--- config.mk ---
export PLATFORM = sky130hd
export DESIGN_NAME = gpio_banked_ctrl
export DESIGN_NICKNAME = d
export VERILOG_FILES = /design/src/rtl/gpio_ctrl_pkg.sv /design/src/rtl/gpio_in_sync.sv /design/src/rtl/gpio_bank.sv /design/src/rtl/gpio_banked_ctrl.sv
export SDC_FILE = /design/constraint.sdc
export NUM_CORES = 1
export LEC_CHECK = 0
export ABC_AREA = 0
export BUFFER_PORTS_ARGS = -buffer_cell sky130_fd_sc_hd__buf_2
export CAP_MARGIN = 30
export CELL_PAD_IN_SITES_DETAIL_PLACEMENT = 1
export CELL_PAD_IN_SITES_GLOBAL_PLACEMENT = 1
export CORE_MARGIN = 5
export CORE_UTILIZATION = 49
export CTS_BUF_LIST = sky130_fd_sc_hd__clkbuf_4
export DETAILED_ROUTE_END_ITERATION = 10
export GPL_TIMING_DRIVEN = 0
export PLACE_DENSITY = 0.88
export REMOVE_ABC_BUFFERS = 1
export SYNTH_ARGS = -nofsm -noshare
export SYNTH_HDL_FRONTEND = slang
export SYNTH_SLANG_ARGS = --single-unit
export TNS_END_PERCENT = 5
--- constraint.sdc ---
create_clock -name clk -period 3.3 [get_ports clk]
set_input_delay 0.495 -clock clk [delete_from_list [all_inputs] [get_ports clk]]
set_output_delay 0.495 -clock clk [all_outputs]
set_load 0.03 [all_outputs]
--- src/rtl/gpio_ctrl_pkg.sv ---
`timescale 1ns/1ps
package gpio_ctrl_pkg;

    localparam int WORD_W = 32;
    localparam int KIND_W = 3;

    typedef enum logic [KIND_W-1:0] {
        RK_ENABLE = 3'd0,
        RK_WDATA  = 3'd1,
        RK_DIR    = 3'd2,
        RK_LEVEL  = 3'd3,
        RK_MASK   = 3'd4,
        RK_STATUS = 3'd5,
        RK_EDGE   = 3'd6,
        RK_NONE   = 3'd7
    } reg_kind_e;

    typedef struct packed {
        logic [WORD_W-1:0] enable;
        logic [WORD_W-1:0] wdata;
        logic [WORD_W-1:0] dir;
        logic [WORD_W-1:0] mask;
        logic [WORD_W-1:0] status;
        logic [WORD_W-1:0] edge_sel;
    } bank_regs_t;

    function automatic int bank_count(int npins);
        return (npins + WORD_W - 1) / WORD_W;
    endfunction

    function automatic int bank_idx_w(int nbanks);
        return (nbanks > 1) ? $clog2(nbanks) : 1;
    endfunction

    function automatic logic [WORD_W-1:0] bank_valid(int npins, int bank);
        int left;
        left = npins - bank * WORD_W;
        if (left >= WORD_W) return '1;
        if (left <= 0) return '0;
        return (32'h1 << left) - 32'h1;
    endfunction

endpackage

--- src/rtl/gpio_in_sync.sv ---
`timescale 1ns/1ps
module gpio_in_sync #(
    parameter int W = 8
) (
    input  logic         clk,
    input  logic         rst,
    input  logic [W-1:0] din,
    output logic [W-1:0] dout
);
    logic [W-1:0] meta_q;
    logic [W-1:0] sync_q;

    always_ff @(posedge clk) begin
        if (rst) begin
            meta_q <= '0;
            sync_q <= '0;
        end else begin
            meta_q <= din;
            sync_q <= meta_q;
        end
    end

    assign dout = sync_q;

    // two-edge latency from pad to synchronised level
    p_sync_latency_r4: assert property (@(posedge clk) disable iff (rst)
        (!$past(rst) && !$past(rst, 2)) |-> (dout == $past(din, 2)));

endmodule

--- src/rtl/gpio_bank.sv ---
`timescale 1ns/1ps
module gpio_bank
    import gpio_ctrl_pkg::*;
#(
    parameter logic [WORD_W-1:0] VALID = '1
) (
    input  logic              clk,
    input  logic              rst,
    input  logic              wr_en,
    input  reg_kind_e         wr_kind,
    input  logic [WORD_W-1:0] wr_data,
    input  logic [WORD_W-1:0] lvl,
    output bank_regs_t        regs,
    output logic [WORD_W-1:0] pin_oe,
    output logic [WORD_W-1:0] pin_out
);
    bank_regs_t        regs_q;
    logic [WORD_W-1:0] prev_q;
    logic [WORD_W-1:0] rise, fall, hit, kept;
    logic [WORD_W-1:0] wmask;
    logic              wr_sts, wr_dir;

    assign wmask  = wr_data & VALID;
    assign wr_sts = wr_en && (wr_kind == RK_STATUS);
    assign wr_dir = wr_en && (wr_kind == RK_DIR);

    assign rise = lvl & ~prev_q;
    assign fall = ~lvl & prev_q;
    assign hit  = regs_q.enable & ~regs_q.mask & VALID
                & ((regs_q.edge_sel & rise) | (~regs_q.edge_sel & fall));
    // zero written clears, one written keeps; a fresh edge always wins
    assign kept = wr_sts ? (regs_q.status & wr_data) : regs_q.status;

    always_ff @(posedge clk) begin
        if (rst) begin
            regs_q.enable   <= '0;
            regs_q.wdata    <= '0;
            regs_q.dir      <= VALID;
            regs_q.mask     <= VALID;
            regs_q.status   <= '0;
            regs_q.edge_sel <= '0;
            prev_q          <= '0;
        end else begin
            prev_q        <= lvl & VALID;
            regs_q.status <= (kept | hit) & VALID;
            if (wr_en) begin
                case (wr_kind)
                    RK_ENABLE: regs_q.enable   <= wmask;
                    RK_WDATA:  regs_q.wdata    <= wmask;
                    RK_DIR:    regs_q.dir      <= wmask;
                    RK_MASK:   regs_q.mask     <= wmask;
                    RK_EDGE:   regs_q.edge_sel <= wmask;
                    default:   ;
                endcase
            end
        end
    end

    assign regs    = regs_q;
    assign pin_oe  = regs_q.enable & ~regs_q.dir;
    assign pin_out = regs_q.wdata & pin_oe;

    // a newly set status bit had its pin enabled and unmasked
    p_gate_r6: assert property (@(posedge clk) disable iff (rst)
        ((regs_q.status & ~$past(regs_q.status))
          & ~$past(regs_q.enable & ~regs_q.mask)) == '0);

    // status bits only fall through a status write
    p_sticky_r7: assert property (@(posedge clk) disable iff (rst)
        (($past(regs_q.status) & ~regs_q.status) != '0) |-> $past(wr_sts));

    // direction only moves on a direction write
    p_dir_hold_r1: assert property (@(posedge clk) disable iff (rst)
        !$past(wr_dir) |-> $stable(regs_q.dir));

endmodule

--- src/rtl/gpio_banked_ctrl.sv ---
`timescale 1ns/1ps
module gpio_banked_ctrl
    import gpio_ctrl_pkg::*;
#(
    parameter int NUM_PINS = 40,
    localparam int NUM_BANKS = bank_count(NUM_PINS),
    localparam int BANK_W    = bank_idx_w(NUM_BANKS),
    localparam int ADDR_W    = KIND_W + BANK_W
) (
    input  logic                clk,
    input  logic                rst,
    input  logic [ADDR_W-1:0]   bus_addr,
    input  logic                bus_we,
    input  logic [WORD_W-1:0]   bus_wdata,
    output logic [WORD_W-1:0]   bus_rdata,
    input  logic [NUM_PINS-1:0] pin_in,
    output logic [NUM_PINS-1:0] pin_out,
    output logic [NUM_PINS-1:0] pin_oe,
    output logic                irq
);
    localparam int PAD_W = NUM_BANKS * WORD_W;

    reg_kind_e          acc_kind;
    logic [BANK_W-1:0]  acc_bank;
    logic [NUM_PINS-1:0] lvl_sync;
    logic [PAD_W-1:0]   lvl_pad, oe_pad, out_pad;
    bank_regs_t         regs_arr [NUM_BANKS];
    logic [WORD_W-1:0]  lvl_bank [NUM_BANKS];
    logic [NUM_BANKS-1:0] bank_pend;

    assign acc_kind = reg_kind_e'(bus_addr[ADDR_W-1 -: KIND_W]);
    assign acc_bank = bus_addr[BANK_W-1:0];

    gpio_in_sync #(.W(NUM_PINS)) u_sync (
        .clk  (clk),
        .rst  (rst),
        .din  (pin_in),
        .dout (lvl_sync)
    );

    assign lvl_pad = PAD_W'(lvl_sync);

    for (genvar b = 0; b < NUM_BANKS; b++) begin : g_bank
        gpio_bank #(.VALID(bank_valid(NUM_PINS, b))) u_bank (
            .clk     (clk),
            .rst     (rst),
            .wr_en   (bus_we && (acc_bank == BANK_W'(b))),
            .wr_kind (acc_kind),
            .wr_data (bus_wdata),
            .lvl     (lvl_pad[b*WORD_W +: WORD_W]),
            .regs    (regs_arr[b]),
            .pin_oe  (oe_pad[b*WORD_W +: WORD_W]),
            .pin_out (out_pad[b*WORD_W +: WORD_W])
        );
        assign lvl_bank[b]  = lvl_pad[b*WORD_W +: WORD_W];
        assign bank_pend[b] = |regs_arr[b].status;
    end

    assign pin_oe  = oe_pad[NUM_PINS-1:0];
    assign pin_out = out_pad[NUM_PINS-1:0];
    assign irq     = |bank_pend;

    always_comb begin
        bus_rdata = '0;
        if (int'(acc_bank) < NUM_BANKS) begin
            case (acc_kind)
                RK_ENABLE: bus_rdata = regs_arr[acc_bank].enable;
                RK_WDATA:  bus_rdata = regs_arr[acc_bank].wdata;
                RK_DIR:    bus_rdata = regs_arr[acc_bank].dir;
                RK_LEVEL:  bus_rdata = lvl_bank[acc_bank];
                RK_MASK:   bus_rdata = regs_arr[acc_bank].mask;
                RK_STATUS: bus_rdata = regs_arr[acc_bank].status;
                RK_EDGE:   bus_rdata = regs_arr[acc_bank].edge_sel;
                default:   bus_rdata = '0;
            endcase
        end
    end

    // no pad is driven in the first cycle after reset
    p_oe_reset_r2: assert property (@(posedge clk) disable iff (rst)
        $past(rst) |-> (pin_oe == '0 && !irq));

endmodule

==> load_flow_metrics.sql <==
INSERT INTO impl_metrics (metric_group, metric, value, unit) VALUES
('status', 'outcome', 'completed', ''),
('timing', 'final.period_utilization', '0.9977', ''),
('drt', 'drc_errors', '0', ''),
('worst_setup_path', 'crit_path_end_kind', 'output pin', ''),
('synth', 'number_of_warnings_printed_during_yosys_synthesis', '0', ''),
('worst_setup_path', 'timing.critical_path.cells', 'buf_2, or3b_1, o22ai_1, or4_1, buf_2', ''),
('drt', 'topRoutingLayerUsed', 'met4', ''),
('finish', 'seq_area', '0.007207', 'mm^2'),
('global_routing', 'number_of_global_route_vias_before_repair', '17130', ''),
('pwr', 'total_power', '9.475', 'mW'),
('worst_setup_path', 'critical_path_required', '2800', 'ps'),
('drt', 'initialDrtViolationCount', '2005', ''),
('worst_setup_path', 'crit_family', 'simple AND/OR/NAND/NOR gates', ''),
('worst_setup_path', 'buffer_and_inverter_count_on_the_worst_path', '2', ''),
('drt', 'detail_route.first_pass.iterations', '8', ''),
('timing', 'finalWorstSetupSlack', '7.622', 'ps'),
('die', 'top_level_ports', '192', ''),
('synth', 'netlist-cell-type-count', '48', ''),
('die', 'chipWidth', '188.7', 'um'),
('drt', 'count_of_nets_left_with_antenna_violations_after_detail_routing', '0', ''),
('global_routing', 'grt_max_degree', '112', ''),
('drt', 'wl_met2', '29.92', 'mm'),
('synth', 'most_common_flop_cell_mapped_by_yosys', 'dfxtp_1', ''),
('placed_design', 'io_buffers', '191', ''),
('timing', 'worst_slew_margin_rel', '0.3127', ''),
('synth', 'synth.cell_area', '0.01565', 'mm^2'),
('synth', 'synthDominantAreaCellType', 'dfxtp_1', ''),
('finish', 'drive_above_1_share', '0.1982', ''),
('drt', 'route.layer.met1.wl', '23.90', 'mm'),
('die', 'floorplan.rows', '65', ''),
('cts', 'cts.sink_count', '360', ''),
('cts', 'total_clock_buffers_created_by_cts', '94', ''),
('timing', 'worst_pin_slew', '1031', 'ps'),
('drt', 'drt_wl_total', '62.64', 'mm'),
('placed_design', 'post-dp-hpwl', '36.07', 'mm'),
('timing', 'skew', '42.72', 'ps'),
('pwr', 'power.density_cell_area', '504.2', 'mW/mm^2'),
('timing', 'slew_viol_final', '0', ''),
('synth', 'yosys-top-cells-count', 'dfxtp_1, nand3_1, a21oi_1', ''),
('worst_setup_path', 'cp-start-kind', 'primary input', ''),
('worst_setup_path', 'crit_path_frequent_cell', 'buf_2', ''),
('cts', 'cts_tree', 'yes', ''),
('die', 'die_area', '0.03562', 'mm^2'),
('worst_setup_path', 'worstPathMaxFanout', '23', ''),
('finish', 'multiInputGateArea', '0.007574', 'mm^2'),
('cts', 'max-clock-path-buffers', '3', ''),
('drt', 'routed_via_density', '6.693', ''),
('finish', 'area_growth_from_synthesis_to_layout', '20.05', '%'),
('pwr', 'p_leak', '7.372', 'nW'),
('global_routing', 'grt_first_pass_wirelength', '95.53', 'mm'),
('timing', 'timing.setup.tns', '0', 'ps'),
('die', 'fp.dieH', '188.7', 'um'),
('worst_setup_path', 'worstSetupPathType', 'in -> out', ''),
('cts', 'path_clk_slew', '60', 'ps'),
('pwr', 'max_rail_drop_vdd', '0.3823', 'mV'),
('drt', 'dr_wl_met3', '5.632', 'mm'),
('cts', 'worstSkewPairLatency', '770', 'ps'),
('synth', 'netlist_instances', '1780', ''),
('run', 'timing.max_cap.violations', '0', ''),
('worst_setup_path', 'worstPathArrival', '2800', 'ps'),
('timing', 'unrepaired_setup_endpoints_after_global_routing', 'true', ''),
('worst_hold_path', 'hold_path_class', 'in -> reg', ''),
('worst_setup_path', 'slowest_delay', '740', 'ps'),
('die', 'floorplan.core_area', '0.03156', 'mm^2'),
('synth', 'yosys-top-cells-area', 'dfxtp_1, nand3_1, a21oi_1', ''),
('synth', 'synth_area_per_cell', '8.794', 'um^2'),
('timing', 'finalCriticalPeriod', '3292', 'ps'),
('timing', 'hold_viol', '0', ''),
('synth', 'postSynthRegisterBits', '360', ''),
('synth', 'synthMostInstantiatedCell', 'dfxtp_1', ''),
('cts', 'cts_max_level', '3', '');
## worst paths after layout
kind                         start                         to  cells after the start
hold reg to reg   u_sync.meta_q[6]             u_sync.dout[6]                      1
hold / removal       bus_wdata[24]  g_bank[0].u_bank.regs[24]                      3
setup / recovery       bus_addr[3]               bus_rdata[4]                      5
setup reg to reg    u_sync.dout[2]  g_bank[0].u_bank.regs[34]                      3
## layer usage
metal	GRT usage	vias up
li1	-	6991
met5	0	-
met1	0.4001	8060
met2	0.5592	1030
met4	0.1847	0
met3	0.06836	263
## final cells by class
class                   instances  share of cell area
clock buffers                 141             0.05633
inverters                      43            0.008789
well taps                     402             0.02677
diodes                          2           0.0002663
multi-input cells            1202              0.4030
clock inverters                15            0.008057
repair buffers                277              0.1132
flip-flops and latches        360              0.3835
## placed cells by master (no fill, tap or decap), drive strengths merged, types with 44 or more instances in the layout
| master | count |
|---|---|
| dfxtp | 360 |
| nand3 | 240 |
| buf | 232 |
| o21ai | 168 |
| a21oi | 160 |
| clkbuf | 141 |
| nor2b | 121 |
| nor2 | 88 |
| mux2i | 56 |
| a22oi | 48 |
| dlygate4sd3 | 45 |
| inv | 44 |
## cells by family (layout without fill, tap and decap cells)
| logic type | Yosys count | in the layout | synth area share |
|---|---|---|---|
| and+or+nand+nor | 610 | 610 | 0.2255 |
| AOI/OAI and AO/OA | 536 | 536 | 0.2155 |
| DFF | 360 | 360 | 0.4604 |
| buffers and inverters | 218 | 476 | 0.06275 |
| muxes | 56 | 56 | 0.03581 |
| other | 0 | 2 | 0 |
## where the power goes
group	internal [mW]	switching, mW
Combinational	0.290	0.578
Sequential	4.44	0.0696
Clock	2.17	1.92
## stage by stage
step / cell area [um^2] / hold slack, ps / utilization
floorplan: 14830 / 413.8 / -
global placement: 16290 / 415.9 / 0.5163
detailed placement: 17080 / 426.9 / 0.5412
CTS: 18750 / 0.3919 / 0.5942
global route: 18790 / 12.23 / 0.5955
finish: 18790 / 36.25 / 0.5955
## worst register-to-register path: cells and delay by family (launching register included)
kind            cells  cell delay [ps]
simple gates        1              190
flops               1              410
compound gates      2              470
## repair_timing
item,in CTS,in global routing
hold buffers,45,0
resized for setup,3,2
pin swaps,1,3
setup endpoints to repair,13,13
setup buffers,0,4
endpoints found under the hold margin,48,0
## flip-flops by register name (all words and copies together) (netlist names)
name / cells
g_bank.u_bank.prev_q: 40
u_sync.meta_q: 40
u_sync.dout: 40
g_bank.u_bank.regs: 240
(Power assumes the default switching activity.)
